==> config.mk <==
export PLATFORM = sky130hd
export DESIGN_NAME = udpf_filter
export DESIGN_NICKNAME = d
export VERILOG_FILES = /design/src/rtl/udpf_pkg.sv /design/src/rtl/udpf_hdr_match.sv /design/src/rtl/udpf_err_ctr.sv /design/src/rtl/udpf_filter.sv
export SDC_FILE = /design/constraint.sdc
export NUM_CORES = 1
export LEC_CHECK = 0
export BUFFER_PORTS_ARGS = -buffer_cell sky130_fd_sc_hd__buf_2
export CAP_MARGIN = 30
export CORE_AREA = 2 2 461 463
export CTS_BUF_LIST = sky130_fd_sc_hd__clkbuf_4
export DETAILED_ROUTE_END_ITERATION = 8
export DIE_AREA = 0 0 463 465
export PLACE_DENSITY = 0.3
export SLEW_MARGIN = 40
export SYNTH_ARGS = -nofsm -noshare
export SYNTH_HDL_FRONTEND = slang
export SYNTH_SLANG_ARGS = --single-unit
==> constraint.sdc <==
create_clock -name clk -period 4.6 [get_ports clk]
set_input_delay 0.23 -clock clk [delete_from_list [all_inputs] [get_ports clk]]
set_output_delay 0.23 -clock clk [all_outputs]
set_load 0.05 [all_outputs]
==> src/rtl/udpf_pkg.sv <==
package udpf_pkg;

    typedef enum logic [2:0] {
        ST_IDLE,
        ST_IP,
        ST_UDP,
        ST_DATA,
        ST_DRAIN
    } udpf_state_e;

    // byte offsets from the first byte of a beat
    localparam int OFF_SYNC   = 0;
    localparam int OFF_DMAC   = 8;
    localparam int OFF_ETYPE  = 20;
    localparam int OFF_PROTO  = 31;
    localparam int OFF_DIP    = 38;
    localparam int OFF_DPORT  = 44;
    localparam int OFF_ULEN   = 46;
    localparam int HDR_BYTES  = 50;
    localparam int UDP_HDR_LEN = 8;

    localparam logic [63:0] SYNC_WORD   = 64'h5555_5555_5555_55D5;
    localparam logic [15:0] ETYPE_IPV4  = 16'h0800;
    localparam logic [7:0]  PROTO_UDP   = 8'd17;

endpackage

==> src/rtl/udpf_hdr_match.sv <==
module udpf_hdr_match
    import udpf_pkg::*;
#(
    parameter logic [47:0] LOCAL_MAC  = 48'h02_00_00_00_00_01,
    parameter logic [31:0] LOCAL_IP   = 32'hC0A8_0001,
    parameter logic [15:0] LOCAL_PORT = 16'd4000
) (
    input  logic [63:0] sync_bytes,
    input  logic [47:0] dmac,
    input  logic [15:0] etype,
    input  logic [7:0]  proto,
    input  logic [31:0] dip,
    input  logic [15:0] dport,
    output logic        link_ok,
    output logic        net_ok,
    output logic        port_ok
);

    always_comb begin
        link_ok = (sync_bytes == SYNC_WORD) && (dmac == LOCAL_MAC) && (etype == ETYPE_IPV4);
        net_ok  = (proto == PROTO_UDP) && (dip == LOCAL_IP);
        port_ok = (dport == LOCAL_PORT);
    end

endmodule

==> src/rtl/udpf_err_ctr.sv <==
module udpf_err_ctr #(
    parameter int ERR_W = 16
) (
    input  logic             clk,
    input  logic             rst_n,
    input  logic             bump,
    output logic [ERR_W-1:0] cnt,
    output logic             flag
);

    localparam logic [ERR_W-1:0] CNT_MAX = '1;

    always_ff @(posedge clk or negedge rst_n) begin
        if (!rst_n) begin
            cnt  <= '0;
            flag <= 1'b0;
        end else begin
            flag <= bump;
            if (bump && (cnt != CNT_MAX))
                cnt <= cnt + 1'b1;
        end
    end

endmodule

==> src/rtl/udpf_filter.sv <==
module udpf_filter
    import udpf_pkg::*;
#(
    parameter int          DATA_W     = 512,
    parameter int          ERR_W      = 16,
    parameter logic [47:0] LOCAL_MAC  = 48'h02_00_00_00_00_01,
    parameter logic [31:0] LOCAL_IP   = 32'hC0A8_0001,
    parameter logic [15:0] LOCAL_PORT = 16'd4000
) (
    input  logic                clk,
    input  logic                rst_n,
    input  logic                in_valid,
    output logic                in_ready,
    input  logic [DATA_W-1:0]   in_data,
    input  logic [DATA_W/8-1:0] in_keep,
    input  logic                in_last,
    output logic                out_valid,
    input  logic                out_ready,
    output logic [DATA_W-1:0]   out_data,
    output logic [DATA_W/8-1:0] out_keep,
    output logic                out_last,
    output logic [15:0]         out_byte_cnt,
    output logic [ERR_W-1:0]    err_cnt,
    output logic                err_flag
);

    localparam int KEEP_W = DATA_W / 8;
    localparam int TOP    = DATA_W - 1;

    udpf_state_e state, state_nx;

    logic [63:0] f_sync;
    logic [47:0] f_dmac;
    logic [15:0] f_etype;
    logic [7:0]  f_proto;
    logic [31:0] f_dip;
    logic [15:0] f_dport;
    logic [15:0] f_ulen;

    logic [7:0]  proto_q;
    logic [31:0] dip_q;
    logic [15:0] dport_q;
    logic [15:0] ulen_q;

    logic hdr_full, link_ok, net_ok, port_ok, reject;

    // live header fields, first byte at the top of the beat
    always_comb begin
        f_sync   = in_data[TOP-8*OFF_SYNC  -: 64];
        f_dmac   = in_data[TOP-8*OFF_DMAC  -: 48];
        f_etype  = in_data[TOP-8*OFF_ETYPE -: 16];
        f_proto  = in_data[TOP-8*OFF_PROTO -: 8];
        f_dip    = in_data[TOP-8*OFF_DIP   -: 32];
        f_dport  = in_data[TOP-8*OFF_DPORT -: 16];
        f_ulen   = in_data[TOP-8*OFF_ULEN  -: 16];
        hdr_full = &in_keep[KEEP_W-1 -: HDR_BYTES];
    end

    udpf_hdr_match #(
        .LOCAL_MAC (LOCAL_MAC),
        .LOCAL_IP  (LOCAL_IP),
        .LOCAL_PORT(LOCAL_PORT)
    ) u_match (
        .sync_bytes(f_sync),
        .dmac      (f_dmac),
        .etype     (f_etype),
        .proto     (proto_q),
        .dip       (dip_q),
        .dport     (dport_q),
        .link_ok   (link_ok),
        .net_ok    (net_ok),
        .port_ok   (port_ok)
    );

    // header field capture while the first beat is waiting in idle
    always_ff @(posedge clk or negedge rst_n) begin
        if (!rst_n) begin
            proto_q <= '0;
            dip_q   <= '0;
            dport_q <= '0;
            ulen_q  <= '0;
        end else if (state == ST_IDLE && in_valid) begin
            proto_q <= f_proto;
            dip_q   <= f_dip;
            dport_q <= f_dport;
            ulen_q  <= f_ulen;
        end
    end

    // state register
    always_ff @(posedge clk or negedge rst_n) begin
        if (!rst_n)
            state <= ST_IDLE;
        else
            state <= state_nx;
    end

    // next state and rejection decision
    always_comb begin
        state_nx = state;
        reject   = 1'b0;
        unique case (state)
            ST_IDLE: begin
                if (in_valid) begin
                    if (!hdr_full) begin
                        state_nx = ST_DRAIN;
                    end else if (link_ok) begin
                        state_nx = ST_IP;
                    end else begin
                        state_nx = ST_DRAIN;
                        reject   = 1'b1;
                    end
                end
            end
            ST_IP: begin
                if (net_ok) begin
                    state_nx = ST_UDP;
                end else begin
                    state_nx = ST_DRAIN;
                    reject   = 1'b1;
                end
            end
            ST_UDP: begin
                if (!port_ok) begin
                    state_nx = ST_DRAIN;
                    reject   = 1'b1;
                end else if (in_valid) begin
                    state_nx = in_last ? ST_IDLE : ST_DATA;
                end
            end
            ST_DATA: begin
                if (in_valid && out_ready && in_last)
                    state_nx = ST_IDLE;
            end
            ST_DRAIN: begin
                if (in_valid && in_last)
                    state_nx = ST_IDLE;
            end
            default: state_nx = ST_IDLE;
        endcase
    end

    // stream outputs
    always_comb begin
        in_ready     = 1'b0;
        out_valid    = 1'b0;
        unique case (state)
            ST_IDLE, ST_IP: in_ready = 1'b0;
            ST_UDP:         in_ready = port_ok;
            ST_DATA: begin
                in_ready  = out_ready;
                out_valid = in_valid;
            end
            ST_DRAIN:       in_ready = 1'b1;
            default:        in_ready = 1'b0;
        endcase
        out_data     = in_data;
        out_keep     = in_keep;
        out_last     = in_last;
        out_byte_cnt = ulen_q - 16'(UDP_HDR_LEN);
    end

    udpf_err_ctr #(
        .ERR_W(ERR_W)
    ) u_err (
        .clk  (clk),
        .rst_n(rst_n),
        .bump (reject),
        .cnt  (err_cnt),
        .flag (err_flag)
    );

endmodule

# After elaboration in Yosys (flattened, before gate mapping)

Cells that the tools add are included.

Add/subtract/negate cells: 2
Multipliers: 0
Div/mod/pow operators: 0
Magnitude comparators: 0
Equality and inequality tests: 15
Shifts and indexed selects: 0
Mux-type cells: 18
Bitwise operators: 0
Reductions and logical operators: 11

Operators by type and width:

| cell                                               | number |
|---|---|
| == test 64 x 63 -> 1 bit, second input constant    | 1 |
| AND reduction 50 bit                               | 1 |
| == test 48 x 42 -> 1 bit, second input constant    | 1 |
| == test 16 x 12 -> 1 bit, second input constant    | 2 |
| == test 32 bit, second input constant              | 1 |
| 2-to-1 mux 3 bit                                   | 8 |
| adder 16 x 1 -> 16 bit, second input constant      | 1 |
| != test 16 bit, second input constant              | 1 |
| subtractor 16 x 4 -> 16 bit, second input constant | 1 |
| case mux 3 bit (5 select lines)                    | 1 |
| == test 8 x 5 -> 1 bit, second input constant      | 1 |
| logical AND 1 bit                                  | 8 |
| == test 3 x 2 -> 1 bit, second input constant      | 2 |
| 2-to-1 mux 1 bit                                   | 6 |
| != test 2 bit, second input constant               | 3 |
| case mux 1 bit (3 select lines)                    | 2 |
| AND reduction 4 bit                                | 1 |
| == test 3 x 1 -> 1 bit, second input constant      | 1 |
| == test 3 bit, second input constant               | 1 |
| zero test 3 bit                                    | 1 |
| != test 3 bit, second input constant               | 1 |
| 2-to-1 mux 2 bit                                   | 1 |

Bits in registers: 92
Latch bits: 0
Bits in writable memories: 0
ROM bits: 0
Bits of input ports: 581
Output and inout port bits: 612
Logic and storage cells: 53
Memories kept: 0

# Depth between registers and ports, before layout

Gate-level depths: netlist of run 1.

Word-level depth: 8
Mapped depth: 10
Gate-level depth less buffers: 7

# Hierarchy

From an unflattened synthesis of run 1, not the netlist that was laid out.

Cell total of the unflattened synthesis: 959
Area, all modules: 9022.4 µm²

Modules (own cells, without submodules):

| module         | instances | cells each | area an instance (µm²) | sequential area each (µm²) |
|---|---|---|---|---|
| udpf_filter    | 1         | 821        | 7633.6                 | 1876.8 |
| udpf_err_ctr   | 1         | 73         | 884.6                  | 425.4 |
| udpf_hdr_match | 1         | 65         | 504.2                  | 0.0 |

# Worst setup path before layout of run 1

Ideal clock, no wire load.

Path type: register to output
Start point: register dport_q[1]
End point: output in_ready
Arrival time: 2.578 ns
Data required time: 4.370 ns
Slack: 1.792 ns
Cell stages (with the launch flop): 5
Path buffers: 0
Cell sequence: dfrtp_1 -> or4b_2 -> nor4_2 -> a21oi_1 -> o21ai_0

Cells in the longest elaborated chain, start to end: 2

RTL lines:

| what                            | RTL line             | text |
|---|---|---|
| start, declared                 | udpf_filter.sv:42    | `logic [15:0] dport_q;` |
| start signal, assigned          | udpf_filter.sv:85    | `dport_q <= f_dport;` |
| == test 16 x 12 -> 1 bit        | udpf_hdr_match.sv:22 | `port_ok = (dport == LOCAL_PORT);` |
| case mux 1 bit (3 select lines) | udpf_filter.sv:147   | `unique case (state)` |
| end, declared                   | udpf_filter.sv:13    | `output logic in_ready,` |

Every way passes these cells.

# Worst setup path after layout of run 1

Ends and elaborated chain as after synthesis.

==> results.md, run 1 <==
Setup path:
- Along the worst path, the maximum fanout reaches 5.
- The delay of the slowest cell on the worst path is 0.69 ns.
- The count of buffer and inverter cells on the critical path is 2.
- The slowest stage cell on the critical path is or4b_2.
- The number of cells on the worst reg-to-reg path is 8.
- The kind of launch point of the worst setup path is a flop.
- The nature of the critical path endpoint is an output pin.
- The signal on the critical path passes through or4b_2 -> nor4_2 -> buf_4 -> a21oi_1 -> o21ai_0 -> buf_2.
- The top cell family by delay on the critical path is simple AND/OR/NAND/NOR gates.
- Data on the critical path is required at its endpoint by 4.37 ns.
- The startpoint identified for the worst register-to-register timing path is state[0]$_DFFE_PN0P_.
- The worst register-to-register path ends at u_err.cnt[12]$_DFFE_PN0P_.
- The worst setup path is of the flop to output pin kind.
- The cell count along the critical path is 6.
- For the worst setup path, the data arrival time is between 2 and 3 ns.
- Setup slack on the worst reg-to-reg path comes out at 1.59 ns.

Clocking:
- The insertion delay of the later-clocked pin in the worst-skew pair is 0.66 ns.
- The number of levels the H-tree was split into is 3.
- The number of setup buffers added after CTS is 0.
- The total CTS buffers is 9.
- The tree is rooted in a clkbuf_4.
- The clock edge transition at the registers on the reported setup and hold paths is 0.22 ns.
- The TritonCTS clock tree is built.
- The number of gates resized after CTS was 0.
- The number of buffers on the longest clock path is 2.
- The clock sink count is 92.
- The hold-fix buffer count after cts is 80.

Final layout:
- After the last flow step, the layout net total stands at 1730.
- At the end of the flow the core is filled with cells to 0.0564.
- The library cell used most frequently in the layout, excluding fill and tap cells, is buf_2.
- The layout overhead on the synthesized area is 33.4%.
- The proportion of layout cells with a drive suffix above 1 is 0.508.
- Leaving out fill and tap cells, the most frequent cells in the layout are buf_2 (539), nand2_1 (233), dfrtp_1 (92).

Power and ir drop:
- In this run the power density over the cells is 300 nW/um^2.
- The leakage power is 4.87 nW.
- IR analysis of the VDD net gives a maximum drop of approximately 0.13 mV.

Route:
- The count of nets left with antenna violations once routing finished came out at 0.
- The total number of vias is between 7k and 8k.
- In this run, the number of DRC markers left after iteration 0 of detailed routing was 370.
- The detail-routed net length per standard cell is 33.2 um.
- The detailed-route DRC error count is 0.
- Before antenna repair, the detailed router went through 4 iterations.
- After detailed routing, the number of vias per cell comes to 1.93.
- After detailed routing, the total wire length is 133 mm.

STA:
- Setup repair after global routing left no endpoint under its margin.
- Setup total negative slack on the finished layout was measured at 0 ns.
- The setup-violating endpoint count in the final report is 0.
- The highest clock frequency the design can meet is 322 MHz.
- The largest clock skew in the final design is 0.0440 ns.
- The time the final worst path needs with I/O delays and setup is 3.10 ns.
- The final number of max-transition violations is 0.
- The ratio of final minimum period to clock period is 0.675.
- The worst slew margin relative to its limit is 0.444.
- The measured slew at the worst slew-check pin is 0.827 ns.
- The final-report hold violation count is 0.

Flow run:
- Across the run, the number of max-cap violations was 0.

Synthesis:
- Counting flops with a built-in enable in the synthesized netlist gives 0.
- Synthesis inferred 92 register bits.
- Summed over all instances, the cell type with the most area after synthesis is buf_4.
- After technology mapping, the gate count stands at 1104.
- The synthesized netlist net count is 1687.
- Ranked by total cell area, the synthesized netlist is headed by buf_4 (49%), dfrtp_1 (26%), nand2_1 (9.8%).
- The sequential fraction of the synthesis area is 0.258.
- The top flip-flop cell by instance count after synthesis is dfrtp_1.
- The share of synthesized area in the top cell type comes to 0.489.
- The number of distinct library cells after synthesis is 41.
- The Yosys step of the flow raised 0 warnings.
- The mean post-synth cell area is 8.07 um^2.
- The post-synth design cell area is 8910 um^2.
- Counting flops with an async set or reset pin after synthesis yields a share of 1.00.

Die:
- The die is 465 um tall.
- For this design the top-level I/O count stands at 1193.
- The cell row count is 169.
- The width of the die is 463 um.
- The initial core utilization is 0.0423.
- The die covers 215000 um^2.
- The core region is 211000 um^2.

Worst hold path:
- The startpoint identified for the worst hold timing path is in_data[153].
- For hold timing, the worst endpoint is dport_q[9]$_DFFE_PN0P_.
- The worst hold path belongs to the class input port to flop.
- The hold-critical path depth is 4.

Global route:
- The overall fraction of global-route tracks in use is 0.119.
- Entering global routing, the biggest net connects 75 pins.
- The aggregate global routing overflow is 0.
- The number of global-route vias before repair came to 7656.
- The first global-routing pass estimated 151 mm of wire.
- The number of antenna violations at the first check in global routing is 91.

Status:
- The run finished with clean final reports.

Placement:
- The congestion estimate from routability-driven global placement came to 0.913.
- Detailed placement finished with a half-perimeter wire length of around 120 mm.
- Port buffering added 540 buffers.
## sequential cells by signal, summed over array words and instances, names as in the netlist
name / flops
dip_q: 32
dport_q: 16
proto_q: 8
state: 3
u_err.cnt: 16
u_err.flag: 1
ulen_q: 16
## cell usage after synthesis (2+ instances only)
cell / number
nand2_1: 233
and3_1: 3
ha_1: 2
a21oi_1: 3
nand3_1: 10
nor2_1: 10
mux2_1: 3
and4b_1: 2
nor4_1: 28
buf_4: 580
or4b_2: 2
xnor2_1: 5
dfrtp_1: 92
nor2b_1: 5
nand4_1: 23
nor3_1: 11
buf_6: 3
nor4bb_1: 16
clkbuf_1: 16
o21ai_0: 4
nand2b_1: 2
xor2_1: 19
nor4b_1: 9
inv_1: 6
## final cells by class
type	instances	area, um^2
multi-input combinational	407	2190
timing repair buffer	631	3630
clock inverter	7	75.1
antenna	27	67.6
tap	2821	3530
sequential	92	2300
fill	25100	199000
inverter	6	22.5
clock buffer	9	67.6
## power by group
| part | internal, W | switching [W] | total [W] |
|---|---|---|---|
| Sequential | 0.00102 | 0.000164 | 0.00119 |
| Clock | 0.000129 | 0.000446 | 0.000574 |
| Combinational | 0.000442 | 0.00136 | 0.00180 |
## routing by layer
| layer | vias to the layer above | share of wire | track usage |
|---|---|---|---|
| met5 | - | 0.0030 | 0.00791 |
| met4 | 28 | 0.038 | 0.0371 |
| met3 | 289 | 0.25 | 0.135 |
| met2 | 851 | 0.51 | 0.215 |
| met1 | 3466 | 0.20 | 0.0710 |
| li1 | 3080 | - | - |
## kinds of logic after synthesis
family | synth area share
compound gates | 0.0108
xor+xnor | 0.0236
buf+inv | 0.502
fa+ha+maj | 0.00281
simple gates | 0.199
flops | 0.258
mux | 0.00379
## stage by stage
stage,area (um^2),total power (W),cells,setup WS (ns),hold slack [ns]
after floorplan,8910,0.00313,1104,1.79,-0.0656
after global placement,10800,0.00299,3875,0.891,0.412
after detailed placement,10900,0.00301,3877,1.19,0.273
after CTS,11800,0.00371,3973,1.22,0.160
after global routing,11900,0.00381,3986,1.12,0.193
final,11900,0.00356,4000,1.50,0.300
## worst min-delay path: stages
cell and delay (ns):
dlygate4sd3_1 0.52, buf_2 0.11, nand2_1 0.04, nand2_1 0.04
## worst max-delay path by stage
stage	startpoint	endpoint	slack, ns
global route	dport_q[1]$_DFFE_PN0P_	in_ready	1.12
CTS	dport_q[1]$_DFFE_PN0P_	in_ready	1.22
detailed placement	in_data[340]	u_err.cnt[1]$_DFFE_PN0P_	1.19
floorplan	dport_q[1]$_DFFE_PN0P_	in_ready	1.79
global placement	in_data[340]	u_err.cnt[1]$_DFFE_PN0P_	0.89
finish	dport_q[1]$_DFFE_PN0P_	in_ready	1.50
Power figures use the tool's default switching activity.
==> inputs of run 2 (changes only) <==
--- a/config.mk
+++ b/config.mk
@@ -7,10 +7,10 @@
 export LEC_CHECK = 0
 export BUFFER_PORTS_ARGS = -buffer_cell sky130_fd_sc_hd__buf_2
 export CAP_MARGIN = 30
-export CORE_AREA = 2 2 461 463
+export CORE_AREA = 2 2 468 470
 export CTS_BUF_LIST = sky130_fd_sc_hd__clkbuf_4
 export DETAILED_ROUTE_END_ITERATION = 8
-export DIE_AREA = 0 0 463 465
+export DIE_AREA = 0 0 470 472
 export PLACE_DENSITY = 0.3
 export SLEW_MARGIN = 40
 export SYNTH_ARGS = -nofsm -noshare
==> constraint.sdc (replaced) <==
create_clock -name clk -period 2.78 [get_ports clk]
set_input_delay 0.139 -clock clk [delete_from_list [all_inputs] [get_ports clk]]
set_output_delay 0.139 -clock clk [all_outputs]
set_load 0.05 [all_outputs]
==> run 2 against run 1 <==
  * The flow now finishes with violations (negative setup slack)
  * Worst setup slack worse by 1.5 ns
  * Sequential share of layout area down 0.63 points
  * Core utilization about the same
  * Total power up 69%
  * Clock-buffer cell count unchanged
  * Flip-flop and latch count unchanged
  * Die area up 3.0%
  * Routed wire length down 0.23%
  * First-iteration DRC count down 8.1%
  * Global-route usage down 0.35 points
  * Highest routed layer unchanged
==> results.md, run 2 (synthesis gave the netlist of run 1 again) <==
Setup path:
- The worst reg2reg path endpoint is u_err.cnt[14]$_DFFE_PN0P_.
- The path type of the worst setup path is flop to output pin.
- The startpoint of the most critical register-to-register path is dport_q[3]$_DFFE_PN0P_.
- The nature of the critical path endpoint is an output pin.
- Traced cell by cell, the critical path runs through or4b_4 -> nor4_4 -> buf_4 -> buf_6 -> a21oi_2 -> o21ai_2 -> buf_12.
- Following the worst setup path forward leads to its endpoint at in_ready.
- The arrival time of the worst setup path was 2.68 ns (-0.19 ns).
- The kind of launch point of the worst setup path is a flop.
- The register-to-register setup slack is 0.04 ns (-1.55 ns).
- The slowest stage cell on the critical path is or4b_4.
- The delay of the slowest cell on the worst path came to 0.55 ns (-0.14 ns).
- The source of the critical timing path is dport_q[3]$_DFFE_PN0P_.
- The biggest fanout along the worst timing path was 2 (-3).
- The path depth of the worst reg2reg path is 11 (+3).
- The critical path data required time is 2.64 ns (-1.73 ns).

STA:
- The worst setup slack after layout is -0.0407 ns (-1.54 ns).
- The setup-violating endpoint count in the final report came to 1 (+1).
- The worst slew margin relative to its limit came to 0.530 (+0.0855).
- The highest clock frequency the design can meet is roughly 350 MHz.
- Setup repair after global routing could not meet its margin everywhere.
- The routed design could run at a clock period as short as 2.82 ns.
- The total negative slack is -0.0407 ns (-0.0407 ns).
- The largest clock skew in the final design is 0.0434 ns (-0.000613 ns).
- The final number of max-transition violations is 0 (unchanged).
- Of the available clock period, the critical path in the final layout requires 1.01.
- The final-report hold violation count is 0 (unchanged).
- The tightest hold margin is 0.205 ns (-0.0949 ns).
- The measured slew at the worst slew-check pin came to 0.705 ns (-0.121 ns).

Final layout:
- Leaving out fill and tap cells, the most frequent cells in the layout are buf_2 (535), nand2_1 (233), dfrtp_1 (91).
- The count of filler cells inserted in the layout is 25.7k (+2.6%).
- The final instance count without filler cells came to 4053 (+1.3%).
- The multi-input logic area is 2300 um^2 (+4.7%).
- dip_q holds more flip-flops than any other register.
- The layout overhead on the synthesized area is 38.0%.
- The sequential cell area is 2300 um^2 (about the same).
- The number of flip-flops under the largest register name is 32 (unchanged).
- The proportion of layout cells with a drive suffix above 1 is 0.528 (+0.0201).
- The count of nets after finishing is 1760 (+1.7%).
- The final non-filler cell area is 12300 um^2 (+3.4%).
- The most common cell after layout, fill and taps aside is buf_2.

Route:
- The length of the first detailed-routing pass in iterations is 5 (+1).
- The mean number of vias per cell came to 1.94 (+0.47%).
- The post-route antenna net violation count was 0 (unchanged).
- The total number of vias came to 7853 (+1.8%).
- The initial DRC count is 340 (-8.1%).
- The aggregate routed wire length is 133 mm (-0.23%).
- The detailed-route DRC error count came to 0 (unchanged).
- The detail-routed net length per standard cell is 32.7 um (-1.5%).

Placement:
- The number of buffers inserted by port buffering was 540 (unchanged).
- The placer's final routability congestion estimate is 0.915 (+0.24%).
- The total placed instance area is 11100 um^2 (+1.7%).
- The post-detailed-placement half-perimeter wirelength was 125 mm (about the same).
- The total placed cells including tap cells came to 3932 (+1.4%).

Worst hold path:
- The path category of the worst min-delay check is input port to flop.

Die:
- The initial core utilization is 0.0411 (-0.00111).
- The width of the die is 470 um (+1.5%).
- The die boundary height is 472 um (+1.5%).
- The floorplan die area is 222000 um^2 (+3.0%).
- The area of the placeable core came to 217000 um^2 (+2.7%).
- The cell row count is 171 (+1.2%).
- The count of pins on the block boundary was 1193 (unchanged).

Global route:
- The overall fraction of global-route tracks in use is 0.115 (-0.00346).
- The wire length of the first global-routing pass is 150 mm (about the same).
- The aggregate global routing overflow is 0 (unchanged).
- The number of antenna violations at the first check in global routing is 103 (+13%).
- The largest net degree at the start of global routing is 75 (unchanged).
- The number of global-route vias before repair came to 7820 (+2.1%).

Clocking:
- The clock edge transition at the registers on the reported setup and hold paths is 0.23 ns (about the same).
- The number of buffers on the longest clock path is 2 (unchanged).
- The clock sink count is 92 (unchanged).
- The total CTS buffers is 9 (unchanged).
- The tree is rooted in a clkbuf_4.
- The number of levels the H-tree was split into is 3 (unchanged).
- The insertion delay of the later-clocked pin in the worst-skew pair is 0.66 ns (about the same).
- TritonCTS built the clock tree.

Power and ir drop:
- The total power divided by cell area is 489 nW/um^2 (+63%).
- The leakage power was 5.08 nW (+4.2%).
- The peak ir drop on the vdd network is 0.201 mV (+51%).

Status:
- The final reports fail on negative setup slack.
- The run finished, with violations left.

Flow run:
- The max-cap check violation count came to 0 (unchanged).
run 2: cell count changes in the layout (fill, tap and decap cells not counted), sizes merged:
cell	previous run	this run
buf	551	579
clkbuf	9	11
diode	27	17
run 2: worst min-delay path by stage:
stage | start | to | slack [ns] | depth (start not counted)
3_3_place_gp | rst_n | ulen_q[2]$_DFFE_PN0P_ | 0.28 | 1
3_5_place_dp | rst_n | ulen_q[2]$_DFFE_PN0P_ | 0.15 | 1
2_1_floorplan | rst_n | dip_q[0]$_DFFE_PN0P_ | -0.16 | 0
5_1_grt | in_data[205] | dip_q[29]$_DFFE_PN0P_ | 0.09 | 4
4_1_cts | in_data[200] | dip_q[24]$_DFFE_PN0P_ | 0.03 | 4
6_report | in_data[199] | dip_q[23]$_DFFE_PN0P_ | 0.21 | 4
run 2: metal layers:
layer,up-vias,part of all wire,track usage
li1,3136,-,-
met5,-,0.0027,0.00909
met4,14,0.030,0.0284
met2,876,0.51,0.212
met1,3529,0.22,0.0727
met3,298,0.24,0.125
run 2: what timing repair did:
| item | CTS | global route |
|---|---|---|
| setup endpoints to repair | 23 | 13 |
| hold buffers | 81 | 0 |
| resized for setup | 24 | 10 |
| endpoints found under the hold margin | 167 | 0 |
| pin swaps | 8 | 4 |
| buffers inserted | 5 | 2 |
run 2: worst max-delay path: cells and delay by family, from the launching register on:
family,cells,cell delay [ns]
simple gates,2,0.93
flops,1,0.43
compound gates,2,0.20
buf+inv,3,0.44
run 2: final cells by class:
class | instances | share of cell area
antenna | 17 | 0.00346
clock buffer | 9 | 0.00550
clock inverter | 7 | 0.00611
inverter | 6 | 0.00183
multi-input combinational | 407 | 0.187
sequential | 92 | 0.187
tap | 2854 | 0.290
timing repair buffer | 661 | 0.319
run 2: report_power, final:
group	leakage (nW)	internal [W]	total, W	switching, W
combinational	3.84	0.000807	0.00311	0.00230
sequential	1.16	0.00170	0.00196	0.000261
clock	0.0754	0.000213	0.000943	0.000731
run 2: per-stage QoR:
step                setup WS, ns    util  total power (W)
global route              -0.317  0.0567          0.00643
global placement          -0.267  0.0511          0.00499
finish                   -0.0407  0.0568          0.00601
CTS                       -0.362  0.0563          0.00622
floorplan                 0.0635       -          0.00518
detailed placement        -0.259  0.0511          0.00500
==> inputs of run 3 (changes only) <==
--- a/config.mk
+++ b/config.mk
@@ -7,11 +7,13 @@
 export LEC_CHECK = 0
 export BUFFER_PORTS_ARGS = -buffer_cell sky130_fd_sc_hd__buf_2
 export CAP_MARGIN = 30
-export CORE_AREA = 2 2 468 470
+export CELL_PAD_IN_SITES_DETAIL_PLACEMENT = 1
+export CELL_PAD_IN_SITES_GLOBAL_PLACEMENT = 1
+export CORE_AREA = 2 2 469 471
 export CTS_BUF_LIST = sky130_fd_sc_hd__clkbuf_4
 export DETAILED_ROUTE_END_ITERATION = 8
-export DIE_AREA = 0 0 470 472
-export PLACE_DENSITY = 0.3
+export DIE_AREA = 0 0 471 473
+export PLACE_DENSITY = 0.35
 export SLEW_MARGIN = 40
 export SYNTH_ARGS = -nofsm -noshare
 export SYNTH_HDL_FRONTEND = slang
==> run 3 against run 2 <==
  * The flow now finishes without violations
  * Routed wire length decreased by 9.8%
  * First-iteration DRC count increased by 31%
  * Non-clock buffer count decreased by 7
  * Die area increased by 0.43%
  * Clock skew about the same
  * Via count increased by 0.23%
  * Clock-buffer cell count unchanged
  * Worst hold slack got worse by 0.0077 ns
  * Sequential power about the same
  * Total power decreased by 0.50%
  * Worst setup slack improved by 0.14 ns
  * Highest routed layer unchanged
==> results.md, run 3 (synthesis gave the netlist of run 1 again) <==
Status:
- The run finished with clean final reports.

Die:
- The cell row count is 172 (+0.58%).
- The area of the placeable core is 218000 um^2 (+0.78%).
- The count of pins on the block boundary is 1193 (unchanged).
- The initial core utilization is 0.0408 (-0.000320).
- The floorplan die area was 223000 um^2 (+0.43%).
- The width of the die is 471 um (+0.21%).
- The die boundary height is 473 um (+0.21%).

Setup path:
- The kind of launch point of the worst setup path is a flop.
- The critical path data required time is 2.64 ns (about the same).
- The arrival time of the worst setup path is 2.54 ns (-0.14 ns).
- The biggest fanout along the worst timing path is 2 (unchanged).
- The path type of the worst setup path is flop to output pin.
- The worst setup path is captured at an output pin.

Route:
- The initial DRC count came to 447 (+31%).
- The mean number of vias per cell is 1.94 (+0.11%).
- The length of the first detailed-routing pass in iterations is 5 (unchanged).
- The total number of vias is 7871 (+0.23%).
- The detailed-route DRC error count came to 0 (unchanged).
- The post-route antenna net violation count is 0 (unchanged).
- The detail-routed net length per standard cell came to 29.5 um (-9.9%).
- The aggregate routed wire length is 120 mm (-9.8%).

Power and ir drop:
- The total power divided by cell area is 489 nW/um^2 (+0.14%).
- The peak ir drop on the vdd network was 0.436 mV (+120%).
- The leakage power is 5.01 nW (-1.3%).

STA:
- The largest clock skew in the final design was 0.0430 ns (-0.000393 ns).
- The measured slew at the worst slew-check pin is 0.717 ns (+0.0118 ns).
- The worst setup slack after layout is 0.0999 ns (+0.141 ns).
- The ratio of final minimum period to clock period is 0.964 (-0.0506).
- The final-report hold violation count is 0 (unchanged).
- The tightest hold margin was 0.197 ns (-0.00772 ns).
- The time the final worst path needs with I/O delays and setup is 2.68 ns (-0.141 ns).
- The final number of max-transition violations is 0 (unchanged).
- The setup-violating endpoint count in the final report is 0 (-1).
- Setup repair after global routing could not meet its margin everywhere.
- The highest clock frequency the design can meet was 373 MHz (+5.2%).
- The worst slew margin relative to its limit is 0.522 (-0.00788).

Clocking:
- The clock sink count is 92 (unchanged).
- The number of levels the H-tree was split into is 3 (unchanged).
- The total CTS buffers was 9 (unchanged).
- TritonCTS built the clock tree.
- The insertion delay of the later-clocked pin in the worst-skew pair is 0.66 ns (about the same).
- The clock edge transition at the registers on the reported setup and hold paths was 0.21 ns (-0.02 ns).
- The cell chosen for the clock root is clkbuf_4.
- The number of buffers on the longest clock path is 2 (unchanged).

Global route:
- The wire length of the first global-routing pass is 137 mm (-9.1%).
- The largest net degree at the start of global routing is 75 (unchanged).
- The aggregate global routing overflow is 0 (unchanged).
- The number of antenna violations at the first check in global routing is 69 (-33%).
- The overall fraction of global-route tracks in use is 0.103 (-0.0123).
- The number of global-route vias before repair is 8044 (+2.9%).

Final layout:
- The count of filler cells inserted in the layout was 26.2k (+2.0%).
- The count of nets after finishing is 1753 (-0.40%).
- The top cell types in the final layout, fill and taps aside, are buf_2 (535), nand2_1 (232), dfrtp_1 (90).
- The layout overhead on the synthesized area is 37.1%.
- The core utilization of the finished layout came to 0.0560 (-0.000803).
- The number of flip-flops under the largest register name came to 32 (unchanged).
- The register with the most flip-flops is dip_q.
- The proportion of layout cells with a drive suffix above 1 is 0.528 (about the same).
- The sequential cell area was 2300 um^2 (about the same).
- The most common cell after layout, fill and taps aside is buf_2.
- The multi-input logic area is 2280 um^2 (-0.54%).

Worst hold path:
- The tightest min-delay check is of the input port to flop type.

Flow run:
- The max-cap check violation count came to 0 (unchanged).

Placement:
- The number of buffers inserted by port buffering is 540 (unchanged).
- The worst setup timing slack at the placement stage is -0.195 ns (+0.0647 ns).
- The placer's final routability congestion estimate is 0.989 (+8.0%).
- The post-detailed-placement half-perimeter wirelength was 111 mm (-11%).
[run 3: worst paths after layout]
check / from / to / slack (ns) / cells after the start
setup / recovery: dport_q[1]$_DFFE_PN0P_ / in_ready / 0.1 / 6
hold / removal: in_data[203] / dip_q[27]$_DFFE_PN0P_ / 0.20 / 4
setup reg to reg: dport_q[1]$_DFFE_PN0P_ / u_err.cnt[1]$_DFFE_PN0P_ / 0.14 / 10
hold reg to reg: dip_q[0]$_DFFE_PN0P_ / dip_q[0]$_DFFE_PN0P_ / 0.50 / 2
max in group asynchronous: rst_n / u_err.cnt[7]$_DFFE_PN0P_ / 1.85 / 4
min in group asynchronous: rst_n / dip_q[23]$_DFFE_PN0P_ / 0.61 / 4
[run 3: through the flow]
stage | instance area [um^2] | total power (W) | setup TNS, ns | cells
2_1_floorplan | 8910 | 0.00518 | 0 | 1104
4_1_cts | 12100 | 0.00620 | -0.152 | 4046
6_report | 12200 | 0.00598 | 0 | 4058
5_1_grt | 12200 | 0.00639 | -0.141 | 4051
3_3_place_gp | 11000 | 0.00496 | -0.574 | 3945
3_5_place_dp | 11100 | 0.00498 | -0.409 | 3945
[run 3: timing repair]
item	4_1_cts	5_1_grt
setup buffers	5	0
hold buffers	80	0
endpoints found under the setup margin	11	7
resized for setup	24	9
pin swaps	9	4
hold endpoints to repair	167	0
[run 3: power by group]
part | switching [W] | internal [W]
Combinational | 0.00228 | 0.000803
Clock | 0.000736 | 0.000205
Sequential | 0.000262 | 0.00170
[run 3: per-layer routing]
layer / global-route usage / wire (um) / vias to the layer above
li1: - / - / 3105
met3: 0.105 / 26500 / 278
met5: 0.0108 / 414 / -
met1: 0.0732 / 29200 / 3598
met2: 0.180 / 59100 / 874
met4: 0.0323 / 4280 / 16
[run 3: area by class of cell]
class                      count  share of cell area
tap                         2871               0.294
sequential                    92               0.189
inverter                       6             0.00184
timing repair buffer         654               0.315
multi-input combinational    407               0.187
antenna                       12             0.00246
clock buffer                   9             0.00553
clock inverter                 7             0.00563
[run 3: critical path: stages, from the launching register on]
cell	delay, ns
dfrtp_1	0.42
or4b_4	0.55
nor4_4	0.33
buf_6	0.17
a21oi_4	0.05
o21ai_4	0.17
buf_12	0.16
